**src/rtl/sys_conv_pkg.sv**
```systemverilog
package sys_conv_pkg;
  parameter int DATA_W = 8;
  parameter int TAPS   = 4;
  localparam int IDX_W = $clog2(TAPS);
  localparam int ACC_W = 2 * DATA_W + $clog2(TAPS);
endpackage

```
**src/rtl/conv_weight_bank.sv**
```systemverilog
module conv_weight_bank #(
  parameter int DATA_W = 8,
  parameter int TAPS   = 4,
  parameter int IDX_W  = 2
) (
  input  logic                         clk_i,
  input  logic                         rst_ni,
  input  logic                         load_i,
  input  logic [IDX_W-1:0]             idx_i,
  input  logic [DATA_W-1:0]            data_i,
  output logic [TAPS-1:0][DATA_W-1:0]  w_o
);
  logic [TAPS-1:0][DATA_W-1:0] w_q;

  for (genvar k = 0; k < TAPS; k++) begin : g_w
    always_ff @(posedge clk_i or negedge rst_ni) begin
      if (!rst_ni)                          w_q[k] <= '0;
      else if (load_i && (idx_i == IDX_W'(k))) w_q[k] <= data_i;
    end
  end

  assign w_o = w_q;
endmodule

```
**src/rtl/conv_sample_line.sv**
```systemverilog
// Forward sample path: cell 0 sees the live input, cell k sees it k cycles later.
module conv_sample_line #(
  parameter int DATA_W = 8,
  parameter int TAPS   = 4
) (
  input  logic                         clk_i,
  input  logic                         rst_ni,
  input  logic [DATA_W-1:0]            sample_i,
  input  logic                         valid_i,
  output logic [TAPS-1:0][DATA_W-1:0]  cell_x_o,
  output logic [TAPS-1:0]              cell_v_o
);
  localparam int STAGES = TAPS - 1;

  logic [STAGES-1:0][DATA_W-1:0] x_q;
  logic [STAGES-1:0]             v_q;

  for (genvar s = 0; s < STAGES; s++) begin : g_stage
    always_ff @(posedge clk_i or negedge rst_ni) begin
      if (!rst_ni) begin
        x_q[s] <= '0;
        v_q[s] <= 1'b0;
      end else if (s == 0) begin
        x_q[s] <= sample_i;
        v_q[s] <= valid_i;
      end else begin
        x_q[s] <= x_q[(s == 0) ? 0 : s-1];
        v_q[s] <= v_q[(s == 0) ? 0 : s-1];
      end
    end
  end

  assign cell_x_o[0] = sample_i;
  assign cell_v_o[0] = valid_i;
  for (genvar k = 1; k < TAPS; k++) begin : g_tap
    assign cell_x_o[k] = x_q[k-1];
    assign cell_v_o[k] = v_q[k-1];
  end
endmodule

```
**src/rtl/conv_mac_cell.sv**
```systemverilog
module conv_mac_cell #(
  parameter int DATA_W = 8,
  parameter int ACC_W  = 18
) (
  input  logic                     clk_i,
  input  logic                     rst_ni,
  input  logic signed [DATA_W-1:0] w_i,
  input  logic signed [DATA_W-1:0] x_i,
  input  logic                     x_valid_i,
  input  logic signed [ACC_W-1:0]  psum_i,
  input  logic                     psum_valid_i,
  output logic signed [ACC_W-1:0]  psum_o,
  output logic                     psum_valid_o
);
  logic signed [2*DATA_W-1:0] prod;
  logic signed [ACC_W-1:0]    prod_ext;
  logic signed [ACC_W-1:0]    sum_d;

  assign prod     = w_i * x_i;
  assign prod_ext = ACC_W'(prod);
  assign sum_d    = psum_i + prod_ext;

  always_ff @(posedge clk_i or negedge rst_ni) begin
    if (!rst_ni) begin
      psum_o       <= '0;
      psum_valid_o <= 1'b0;
    end else begin
      psum_o       <= sum_d;
      psum_valid_o <= psum_valid_i & x_valid_i;
    end
  end
endmodule

```
**src/rtl/systolic_fir_conv.sv**
```systemverilog
module systolic_fir_conv
  import sys_conv_pkg::*;
#(
  parameter int DATA_W = sys_conv_pkg::DATA_W,
  parameter int TAPS   = sys_conv_pkg::TAPS,
  localparam int IDX_W = $clog2(TAPS),
  localparam int ACC_W = 2 * DATA_W + $clog2(TAPS)
) (
  input  logic                     clk_i,
  input  logic                     rst_ni,
  input  logic signed [DATA_W-1:0] sample_i,
  input  logic                     sample_valid_i,
  input  logic                     wload_i,
  input  logic [IDX_W-1:0]         widx_i,
  input  logic signed [DATA_W-1:0] wdata_i,
  output logic signed [ACC_W-1:0]  y_o,
  output logic                     y_valid_o
);
  logic [TAPS-1:0][DATA_W-1:0] w_bank;
  logic [TAPS-1:0][DATA_W-1:0] cell_x;
  logic [TAPS-1:0]             cell_v;
  logic signed [ACC_W-1:0]     psum [TAPS];
  logic [TAPS-1:0]             psum_v;

  conv_weight_bank #(.DATA_W(DATA_W), .TAPS(TAPS), .IDX_W(IDX_W)) i_wbank (
    .clk_i  (clk_i),
    .rst_ni (rst_ni),
    .load_i (wload_i),
    .idx_i  (widx_i),
    .data_i (wdata_i),
    .w_o    (w_bank)
  );

  conv_sample_line #(.DATA_W(DATA_W), .TAPS(TAPS)) i_xline (
    .clk_i    (clk_i),
    .rst_ni   (rst_ni),
    .sample_i (sample_i),
    .valid_i  (sample_valid_i),
    .cell_x_o (cell_x),
    .cell_v_o (cell_v)
  );

  // Cell k holds the weight of tap TAPS-k; sums enter as zero at the tail cell.
  for (genvar k = 0; k < TAPS; k++) begin : g_cell
    logic signed [ACC_W-1:0] ps_in;
    logic                    pv_in;
    if (k == TAPS - 1) begin : g_tail
      assign ps_in = '0;
      assign pv_in = 1'b1;
    end else begin : g_mid
      assign ps_in = psum[k+1];
      assign pv_in = psum_v[k+1];
    end

    conv_mac_cell #(.DATA_W(DATA_W), .ACC_W(ACC_W)) i_cell (
      .clk_i        (clk_i),
      .rst_ni       (rst_ni),
      .w_i          (w_bank[TAPS-1-k]),
      .x_i          (cell_x[k]),
      .x_valid_i    (cell_v[k]),
      .psum_i       (ps_in),
      .psum_valid_i (pv_in),
      .psum_o       (psum[k]),
      .psum_valid_o (psum_v[k])
    );
  end

  assign y_valid_o = psum_v[0];
  assign y_o       = psum_v[0] ? psum[0] : '0;
endmodule

```
**config.mk**
```make
export PLATFORM = sky130hd
export DESIGN_NAME = systolic_fir_conv
export DESIGN_NICKNAME = d
export VERILOG_FILES = /design/src/rtl/sys_conv_pkg.sv /design/src/rtl/conv_weight_bank.sv /design/src/rtl/conv_sample_line.sv /design/src/rtl/conv_mac_cell.sv /design/src/rtl/systolic_fir_conv.sv
export SDC_FILE = /design/constraint.sdc
export NUM_CORES = 1
export LEC_CHECK = 0
export BUFFER_PORTS_ARGS = -buffer_cell sky130_fd_sc_hd__buf_4
export CORE_MARGIN = 2
export CORE_UTILIZATION = 64
export DETAILED_ROUTE_END_ITERATION = 12
export GPL_TIMING_DRIVEN = 0
export PLACE_DENSITY = 0.86
export REMOVE_ABC_BUFFERS = 1
export SETUP_SLACK_MARGIN = 0.02
export SYNTH_ARGS = -nofsm -noshare
export SYNTH_HDL_FRONTEND = slang
export SYNTH_HIERARCHICAL = 1
export SYNTH_SLANG_ARGS = --single-unit
```
**constraint.sdc**
```tcl
create_clock -name clk_i -period 9.8 [get_ports clk_i]
set_input_delay 1.47 -clock clk_i [delete_from_list [all_inputs] [get_ports clk_i]]
set_output_delay 1.47 -clock clk_i [all_outputs]
set_load 0.05 [all_outputs]
```
==> qor.txt, run 1 <==
Die Y = 168 um
TritonCTS buffer count = 17
Maximum clock frequency = 161 MHz
Vias = 11100
Share of the synthesized area in the top cell type = 37.4%
Global routing met2 resource utilization = 46.6%
GRT overflow = 0
Die Footprint = 28100 um2
RSZ-0062 raised after global routing = no
Deepest clock path buffer count = 2
Hold Slack = 0.365 ns
Initial Utilization = 65.4%
GRT met3 Usage = 5.58%
CP Class = primary input to flip-flop
Flop and latch count out of synthesis = 135
Most frequent cells in the layout = inv_1 (355), fa_1 (320), ha_1 (168), and2_1 (141), dfrtp_1 (135)
Worst-Skew Late Latency = 0.43 ns
Clock skew = 0.0185 ns
Worst-margin pin slew = 0.771 ns
Core area = 26200 um2
Reg area = 3380 um2
Status = finished clean
CTS tree = yes
Post_cts resized = 0
Antenna diodes = 0
Top post-synthesis cells by area = fa_1 (37%), dfrtp_1 (20%), ha_1 (12%)
Main combinational cell family by area after synthesis = adder cells
Worst-path cell chain = buf_4 > and2_1 > inv_1 > fa_1 > inv_1 > fa_1 > fa_1 > fa_1 > fa_1 > ha_1 > and4_1 > a311oi_2 > o21ai_2 > a31oi_1 > xnor2_1
Placed insts = 1954
Area share of xor/xnor cells in the synthesized design = 3.78%
Worst EP arrival = 6.54 ns
Compound-Gate Fraction of Synth Area = 5.38%
Post-DP HPWL = 27300 um
Pin count of the biggest net entering global routing = 104
Area Overhead vs Synth = 7.46%
Final Setup Violations = 0
Routed WL per cell = 17.8 um
Crit-path leading delay family = adder cells
Worst R2R Setup Slack = 4.18 ns
HP Class = flip-flop to flip-flop
Detailed Routing Iterations Pass 1 = 5
CP startpoint kind = primary input
Row count = 59
Cell count after synthesis = 1579
Count of cell types in the netlist = 63
Crit end category = flip-flop
Vias in the first global route = 12700
Crit-path most repeated cell = fa_1
Gp weighted congestion = 0.860
Most common cell after layout, fill and taps aside = inv_1
EDFF count, synth = 0
Synth Area in Adders = 49.6%
CP max-delay cell = fa_1
Syn Area/Cell = 10.9 um2
Clock root buffer = clkbuf_16
Remaining antenna violation count = 0
Cell Area, Synth = 17200 um2
Fraction of registers with async set/reset = 100%
Setup TNS Final = 0 ns
Synth warn = 6
DRC viols = 0
CTS sink count = 135
H-tree depth = 4
Num ports = 41
Final hold violations = 0
Min cycle time layout = 6.19 ns
Max-slew violation count = 0
PortBufs = 40
Clock-pin slew on the worst setup and hold paths = 0.07 ns
Nets = 2148
Post-route insts no fill = 1986
Hold-fix buffers at CTS = 0
Vias/cell = 5.60
Grt met1 use = 35.1%
CP max FO = 11
Sequential cell area fraction in the yosys report = 19.7%
Top FF cell, synth = dfrtp_1
Post-synthesis mux area share = 2.10%
Area of the multi-input gates = 12400 um2
WP buf/inv = 3
Fill cells = 1682
First-pass GRT wire length = 61200 um
CP required = 10.15 ns
Max Cap Viol = 0
DRT iter0 DRCs = 792
Max incr delay on CP = 0.59 ns
Leading area contributor after synthesis = fa_1
Detailed Route WL = 35300 um
Postcts setup bufs = 0
Simple-gate share of the synthesized area = 10.9%
Layer with the highest usage = met2
Die X = 168 um
Share of layout cells above drive strength 1 = 8.96%
Final critical-path share of the clock period = 63.2%
Initial antenna violation count = 0
All-Layer GR Usage = 27.5%
Slew headroom = 48.6%
[registers in the layout, indices dropped and copies added (netlist names)]
register	flops
g_cell.i_cell/psum_o	72
i_wbank/w_o	32
i_xline/cell_x_o	24
g_cell.i_cell/psum_valid_o	4
i_xline/cell_v_o	3
[worst paths after layout]
check / from / to / cells past startpoint
worst max-delay path: sample_i[0] / g_cell[0].i_cell/psum_o[13] / 15
min in group asynchronous: rst_ni / g_cell[2].i_cell/psum_valid_o / 1
worst max register to register: i_xline/cell_x_o[16] / g_cell[2].i_cell/psum_o[13] / 14
worst min register to register: i_xline/cell_v_o[1] / i_xline/cell_v_o[2] / 0
worst min-delay path: i_xline/cell_v_o[1] / i_xline/cell_v_o[2] / 0
max in group asynchronous: rst_ni / g_cell[2].i_cell/psum_o[17] / 2
[synth_stat cells, drive strengths merged (2+ instances only)]
master   count
and2       155
nand4        5
clkbuf       7
a31oi        5
and3         4
nor4         2
a21boi       3
nand2      104
or2          2
conb         2
mux2        32
a211oi       4
xnor2       59
o221a        2
nor2        37
o21ai       18
nor3         5
nand2b      12
nand3b       5
o31ai        3
fa         320
o22ai        2
inv        355
nor2b        2
a21oi       40
o21a         7
clkinv       4
or2b         2
dfrtp      135
ha         168
a211o        3
o21bai       8
a2111oi      4
o311ai       3
o41ai        2
a21o        15
buf         11
xor2        15
nand3        7
[per-layer routing]
layer / routed length (um) / vias up
met2: 18100 / 371
met4: 1190 / 0
met1: 14100 / 5753
met5: 0 / -
met3: 1940 / 103
li1: - / 4897
[per-stage QoR]
step,instance area [um2],worst slack (ns),utilization [%]
2_1_floorplan,17100,3.87,-
3_3_place_gp,17800,3.43,68.0
3_5_place_dp,17800,3.24,68.1
4_1_cts,18400,3.65,70.3
5_1_grt,18400,3.37,70.3
6_report,18400,3.61,70.3
[worst reg2reg max path: stages (launching register included)]
cell	delay [ns]
dfrtp_1	0.54
and2_1	0.66
inv_1	0.13
fa_1	0.50
inv_1	0.05
fa_1	0.49
fa_1	0.56
fa_1	0.43
fa_1	0.45
ha_1	0.40
nand3_1	0.14
o221a_2	0.32
o21ai_0	0.47
nand4_1	0.22
o311ai_0	0.13
[logic make-up after synthesis]
logic type | after synthesis
adders and majority gates | 488
buffers and inverters | 377
and+or+nand+nor | 346
DFF | 135
AOI/OAI and AO/OA | 125
xor gates and xnor gates | 74
muxes | 32
other | 2
[layout make-up]
class / instances / area share [%]
Multi-Input combinational cell: 1084 / 67.1
Sequential cell: 135 / 18.3
Inverter: 359 / 7.31
Clock buffer: 17 / 2.31
Tap cell: 335 / 2.27
Timing Repair Buffer: 41 / 1.80
Clock inverter: 15 / 0.849
Power of run 1 is not shown: default switching activity piles up to over one toggle a cycle in this logic, so the estimate is an artifact.
==> run 2: changes to the inputs <==
--- a/config.mk
+++ b/config.mk
@@ -7,10 +7,10 @@
 export LEC_CHECK = 0
 export BUFFER_PORTS_ARGS = -buffer_cell sky130_fd_sc_hd__buf_4
 export CORE_MARGIN = 2
-export CORE_UTILIZATION = 64
+export CORE_UTILIZATION = 59
 export DETAILED_ROUTE_END_ITERATION = 12
 export GPL_TIMING_DRIVEN = 0
-export PLACE_DENSITY = 0.86
+export PLACE_DENSITY = 0.84
 export REMOVE_ABC_BUFFERS = 1
 export SETUP_SLACK_MARGIN = 0.02
 export SYNTH_ARGS = -nofsm -noshare
==> constraint.sdc (replaced) <==
create_clock -name clk_i -period 5.2 [get_ports clk_i]
set_input_delay 0.78 -clock clk_i [delete_from_list [all_inputs] [get_ports clk_i]]
set_output_delay 0.78 -clock clk_i [all_outputs]
set_load 0.05 [all_outputs]
==> qor.txt, run 2 (synthesized netlist as in run 1, its figures left out) <==
Share of layout cells above drive strength 1 = 9.92%
All-Layer GR Usage = 24.8%
Vias/cell = 5.47
H-tree depth = 4
Initial antenna violation count = 0
CP startpoint kind = flip-flop
Die Footprint = 30500 um2
Fin util = 64.8%
Maximum clock frequency = 200 MHz
Worst EP arrival = 5.35 ns
Pre-CTS setup slack = -0.660 ns
HP Class = primary input to asynchronous set/reset pin
First-pass GRT wire length = 60100 um
Deepest clock path buffer count = 2
Detailed Route WL = 34800 um
Max Cap Viol = 0
Slew headroom = 59.0%
TritonCTS buffer count = 17
Row count = 62
Die Y = 175 um
Nets = 2151
Min cycle time layout = 5.00 ns
Worst-Skew Late Latency = 0.43 ns
Remaining antenna violation count = 0
CP max-delay cell = dfrtp_1
Fill cells = 2034
Clock skew = 0.0115 ns
Num ports = 41
Area Overhead vs Synth = 8.44%
Max-slew violation count = 0
Initial Utilization = 59.8%
CTS sink count = 135
Routed WL per cell = 17.1 um
Most common cell after layout, fill and taps aside = inv_1
Clock root buffer = clkbuf_16
Worst-margin pin slew = 0.615 ns
Final Setup Violations = 0
Gp weighted congestion = 0.816
DRC viols = 0
Most frequent cells in the layout = inv_1 (355), fa_1 (320), ha_1 (167), and2_1 (135), dfrtp_1 (131)
GRT overflow = 0
Detailed Routing Iterations Pass 1 = 5
Vias in the first global route = 12500
CP max FO = 9
Max incr delay on CP = 0.56 ns
Final hold violations = 0
Core area = 28700 um2
Pin count of the biggest net entering global routing = 105
CP Class = flip-flop to flip-flop
Antenna diodes = 0
Vias = 11100
Reg2Reg Depth = 14
Worst-path cell chain = nand2_1 > fa_1 > fa_1 > inv_1 > fa_1 > fa_1 > fa_1 > ha_1 > a21o_1 > a221oi_2 > nand2b_1 > o21ai_2 > o31ai_2 > xnor2_1
Max FFs per register = 72
PortBufs = 40
Crit end category = flip-flop
DRT iter0 DRCs = 876
CP required = 5.55 ns
Final critical-path share of the clock period = 96.1%
Final worst slack = 0.202 ns
RSZ-0062 raised after global routing = no
Largest reg by FF count = g_cell.i_cell/psum_o
CTS tree = yes
Crit-path most repeated cell = fa_1
Clock-pin slew on the worst setup and hold paths = 0.07 ns
Die X = 175 um
Status = finished clean
Post-DP HPWL = 26900 um
-- run 2: cell types whose count changed in the layout (fill, tap and decap cells not counted), sizes merged --
cell,previous run,this run
clkinvlp,0,1
bufinv,1,2
clkinv,8,6
buf,41,44
-- run 2: area by class of cell --
class	instances	area [um2]	share of cell area, %
clock inverters	15	201	1.08
inverters	359	1350	7.27
well taps	384	480	2.58
repair buffers	44	354	1.90
clock buffers	17	425	2.29
flip-flops and latches	135	3380	18.2
multi-input cells	1084	12400	66.7
-- run 2: path summary, 6_finish.rpt --
path,from,endpoint,slack [ns]
setup / recovery,i_wbank/w_o[25],g_cell[0].i_cell/psum_o[16],0.20
hold / removal,rst_ni,i_xline/cell_v_o[2],0.23
setup reg to reg,i_wbank/w_o[25],g_cell[0].i_cell/psum_o[16],0.20
hold reg to reg,i_xline/cell_v_o[2],i_xline/cell_v_o[3],0.37
max in group asynchronous,rst_ni,i_xline/cell_x_o[24],4.13
min in group clk_i,i_xline/cell_v_o[2],i_xline/cell_v_o[3],0.37
-- run 2: worst max-delay path, delay by kind of cell (launching register included) --
family                   cells  cell delay, ns
XOR/XNOR                     1            0.15
adder cells (fa/ha/maj)      6            2.90
AND/OR/NAND/NOR              2            0.36
flip-flops                   1            0.56
buffers and inverters        1            0.06
AO/OA/AOI/OAI                4            0.89
-- run 2: per-layer routing --
metal	routed length, um	vias up	track usage (%)	part of all wire (%)
li1	-	4916	-	-
met1	13800	5757	32.1	40
met2	17800	367	41.8	51
met3	1850	104	4.16	5.3
met4	1220	0	10.3	3.5
met5	0	-	0	0
-- run 2: per-stage QoR --
step	area [um2]	hold slack [ns]	instances	TNS (ns)
6_report	18600	0.227	2038	0
5_1_grt	18600	0.241	2038	0
4_1_cts	18500	0.232	2035	0
3_5_place_dp	17900	0.360	2003	-4.82
3_3_place_gp	17900	0.349	2002	-3.52
2_1_floorplan	17100	0.346	1578	-0.0378
-- run 2: what timing repair did --
action                     in CTS  in global routing
pin swaps                       0                  1
setup buffers                   0                  3
hold buffers                    0                  0
gates resized for setup         7                 13
setup endpoints to repair      23                 17
Power of run 2 is left out for the same reason.
==> run 3: changes to the inputs <==
--- a/config.mk
+++ b/config.mk
@@ -5,9 +5,11 @@
 export SDC_FILE = /design/constraint.sdc
 export NUM_CORES = 1
 export LEC_CHECK = 0
+export ABC_AREA = 1
 export BUFFER_PORTS_ARGS = -buffer_cell sky130_fd_sc_hd__buf_4
 export CORE_MARGIN = 2
 export CORE_UTILIZATION = 59
+export CTS_BUF_LIST = sky130_fd_sc_hd__clkbuf_16
 export DETAILED_ROUTE_END_ITERATION = 12
 export GPL_TIMING_DRIVEN = 0
 export PLACE_DENSITY = 0.84
@@ -15,5 +17,4 @@
 export SETUP_SLACK_MARGIN = 0.02
 export SYNTH_ARGS = -nofsm -noshare
 export SYNTH_HDL_FRONTEND = slang
-export SYNTH_HIERARCHICAL = 1
 export SYNTH_SLANG_ARGS = --single-unit
==> qor.txt, run 3 <==
Fill cells = 2094
Worst-Skew Late Latency = 0.44 ns
Slew headroom = 56.6%
H-tree depth = 4
All-Layer GR Usage = 26.3%
Remaining antenna violation count = 0
Most common cell after layout, fill and taps aside = inv_1
Initial Utilization = 60.1%
EDFF count, synth = 0
CP max-delay cell = fa_1
Share of layout cells above drive strength 1 = 4.75%
Deepest clock path buffer count = 2
Postcts setup bufs = 0
Status = finished clean
Cell Area, Synth = 16700 um2
Top post-synthesis cells by count = inv_1 (558), nand2_1 (463), fa_1 (291)
Sequential cell area fraction in the yosys report = 19.7%
Crit-path most repeated cell = nand2_1
Worst EP arrival = 5.13 ns
DRT iter0 DRCs = 849
Area Overhead vs Synth = 6.93%
Nets = 2408
Initial antenna violation count = 0
Clock skew = 0.0127 ns
Share of the synthesized area in the top cell type = 34.8%
Synth warn = 0
Max incr delay on CP = 0.59 ns
Crit end category = flip-flop
Die X = 172 um
Max Cap Viol = 0
Die Footprint = 29700 um2
Max-slew violation count = 0
Final critical-path share of the clock period = 92.3%
Worst-margin pin slew = 0.649 ns
Top FF cell, synth = dfrtp_1
Vias = 12000
HP Class = primary input to asynchronous set/reset pin
Detailed Routing Iterations Pass 1 = 5
GRT overflow = 0
Hold-fix buffers at CTS = 0
Global routing met2 resource utilization = 46.4%
Max FFs per register = 69
CP startpoint kind = flip-flop
Vias in the first global route = 13400
Die Y = 172 um
Maximum clock frequency = 208 MHz
CP max FO = 10
CTS tree = yes
Worst-path cell chain = nand2_1 > inv_1 > fa_1 > fa_1 > fa_1 > fa_1 > ha_1 > ha_1 > nand2_1 > nor2_1 > and2_1 > nand2_1 > nand2_1 > inv_1 > nand2_1 > nand2_1
Min cycle time layout = 4.80 ns
Final hold violations = 0
Clock root buffer = clkbuf_16
Worst R2R Setup Slack = 0.40 ns
First-pass GRT wire length = 61700 um
Largest reg by FF count = g_cell.i_cell.psum_o
Top post-synthesis cells by area = fa_1 (35%), dfrtp_1 (20%), inv_1 (13%)
Layer with the highest usage = met2
Flop and latch count out of synthesis = 132
Post-DP HPWL = 28000 um
CP Class = flip-flop to flip-flop
TritonCTS buffer count = 17
Cell count after synthesis = 1949
Pin count of the biggest net entering global routing = 82
Leading area contributor after synthesis = fa_1
Post_cts resized = 0
CP required = 5.53 ns
PortBufs = 40
Final Setup Violations = 0
Antenna diodes = 0
Detailed Route WL = 34300 um
Syn Area/Cell = 8.58 um2
Fraction of registers with async set/reset = 100%
CTS sink count = 132
GRT met3 Usage = 4.01%
Grt met1 use = 33.2%
Row count = 61
DRC viols = 0
Core area = 27900 um2
Num ports = 41
Gp weighted congestion = 0.913
Most frequent cells in the layout = inv_1 (558), nand2_1 (463), fa_1 (291), ha_1 (152), dfrtp_1 (132)
Top-count cell post-synth = inv_1
Routed WL per cell = 14.7 um
Vias/cell = 5.12
RSZ-0062 raised after global routing = no
Count of cell types in the netlist = 30
Clock-pin slew on the worst setup and hold paths = 0.08 ns
Setup TNS Final = 0 ns
==> run 3: critical path, delay by kind of cell, from the launching register on <==
kind	cells	cell delay, ns
adders and majority gates	6	2.77
and+or+nand+nor	8	0.89
DFF	1	0.52
buffers and inverters	2	0.48
==> run 3: layout make-up <==
| cell class | count | area (um2) | area share (%) |
|---|---|---|---|
| Clock buffer | 17 | 425 | 2.38 |
| Clock inverter | 15 | 183 | 1.02 |
| Inverter | 562 | 2110 | 11.8 |
| Multi-Input combinational cell | 1189 | 11100 | 61.8 |
| Sequential cell | 132 | 3300 | 18.5 |
| Tap cell | 378 | 473 | 2.64 |
| Timing Repair Buffer | 41 | 332 | 1.85 |
==> run 3: final timing paths <==
kind | to | startpoint | cells after the start
setup / recovery | g_cell[0].i_cell.psum_o[17] | i_wbank.w_o[31] | 16
hold / removal | g_cell[2].i_cell.psum_o[0] | rst_ni | 1
setup reg to reg | g_cell[0].i_cell.psum_o[17] | i_wbank.w_o[31] | 16
hold reg to reg | g_cell[3].i_cell.psum_valid_o | i_xline.cell_v_o[3] | 0
max in group asynchronous | i_wbank.w_o[23] | rst_ni | 2
min in group clk_i | g_cell[3].i_cell.psum_valid_o | i_xline.cell_v_o[3] | 0
==> run 3: per-layer routing <==
| layer | routed length [um] | share of wire, % |
|---|---|---|
| met5 | 0 | 0 |
| met2 | 17600 | 51 |
| met3 | 1750 | 5.1 |
| met1 | 14100 | 41 |
| met4 | 826 | 2.4 |
==> run 3: cell families (layout without fill, tap and decap cells) <==
| kind of cell | Yosys count | after routing | synth area share [%] |
|---|---|---|---|
| DFF | 132 | 132 | 19.7 |
| buffers and inverters | 628 | 635 | 14.1 |
| and+or+nand+nor | 600 | 600 | 14.2 |
| AOI/OAI and AO/OA | 100 | 100 | 3.37 |
| xor gates and xnor gates | 46 | 46 | 2.41 |
| adders and majority gates | 443 | 443 | 46.2 |
==> run 3: metrics by stage <==
step	hold slack [ns]	setup WS (ns)	instances	instance area [um2]	util (%)
after CTS	0.296	0.385	2334	17900	64.2
after global routing	0.319	0.0625	2334	17900	64.2
final	0.276	0.400	2334	17900	64.2
after detailed placement	0.348	0.0708	2302	17300	62.0
after floorplan	0.331	0.564	1883	16500	-
after global placement	0.336	0.168	2301	17300	61.9
Power of run 3 is left out for the same reason.
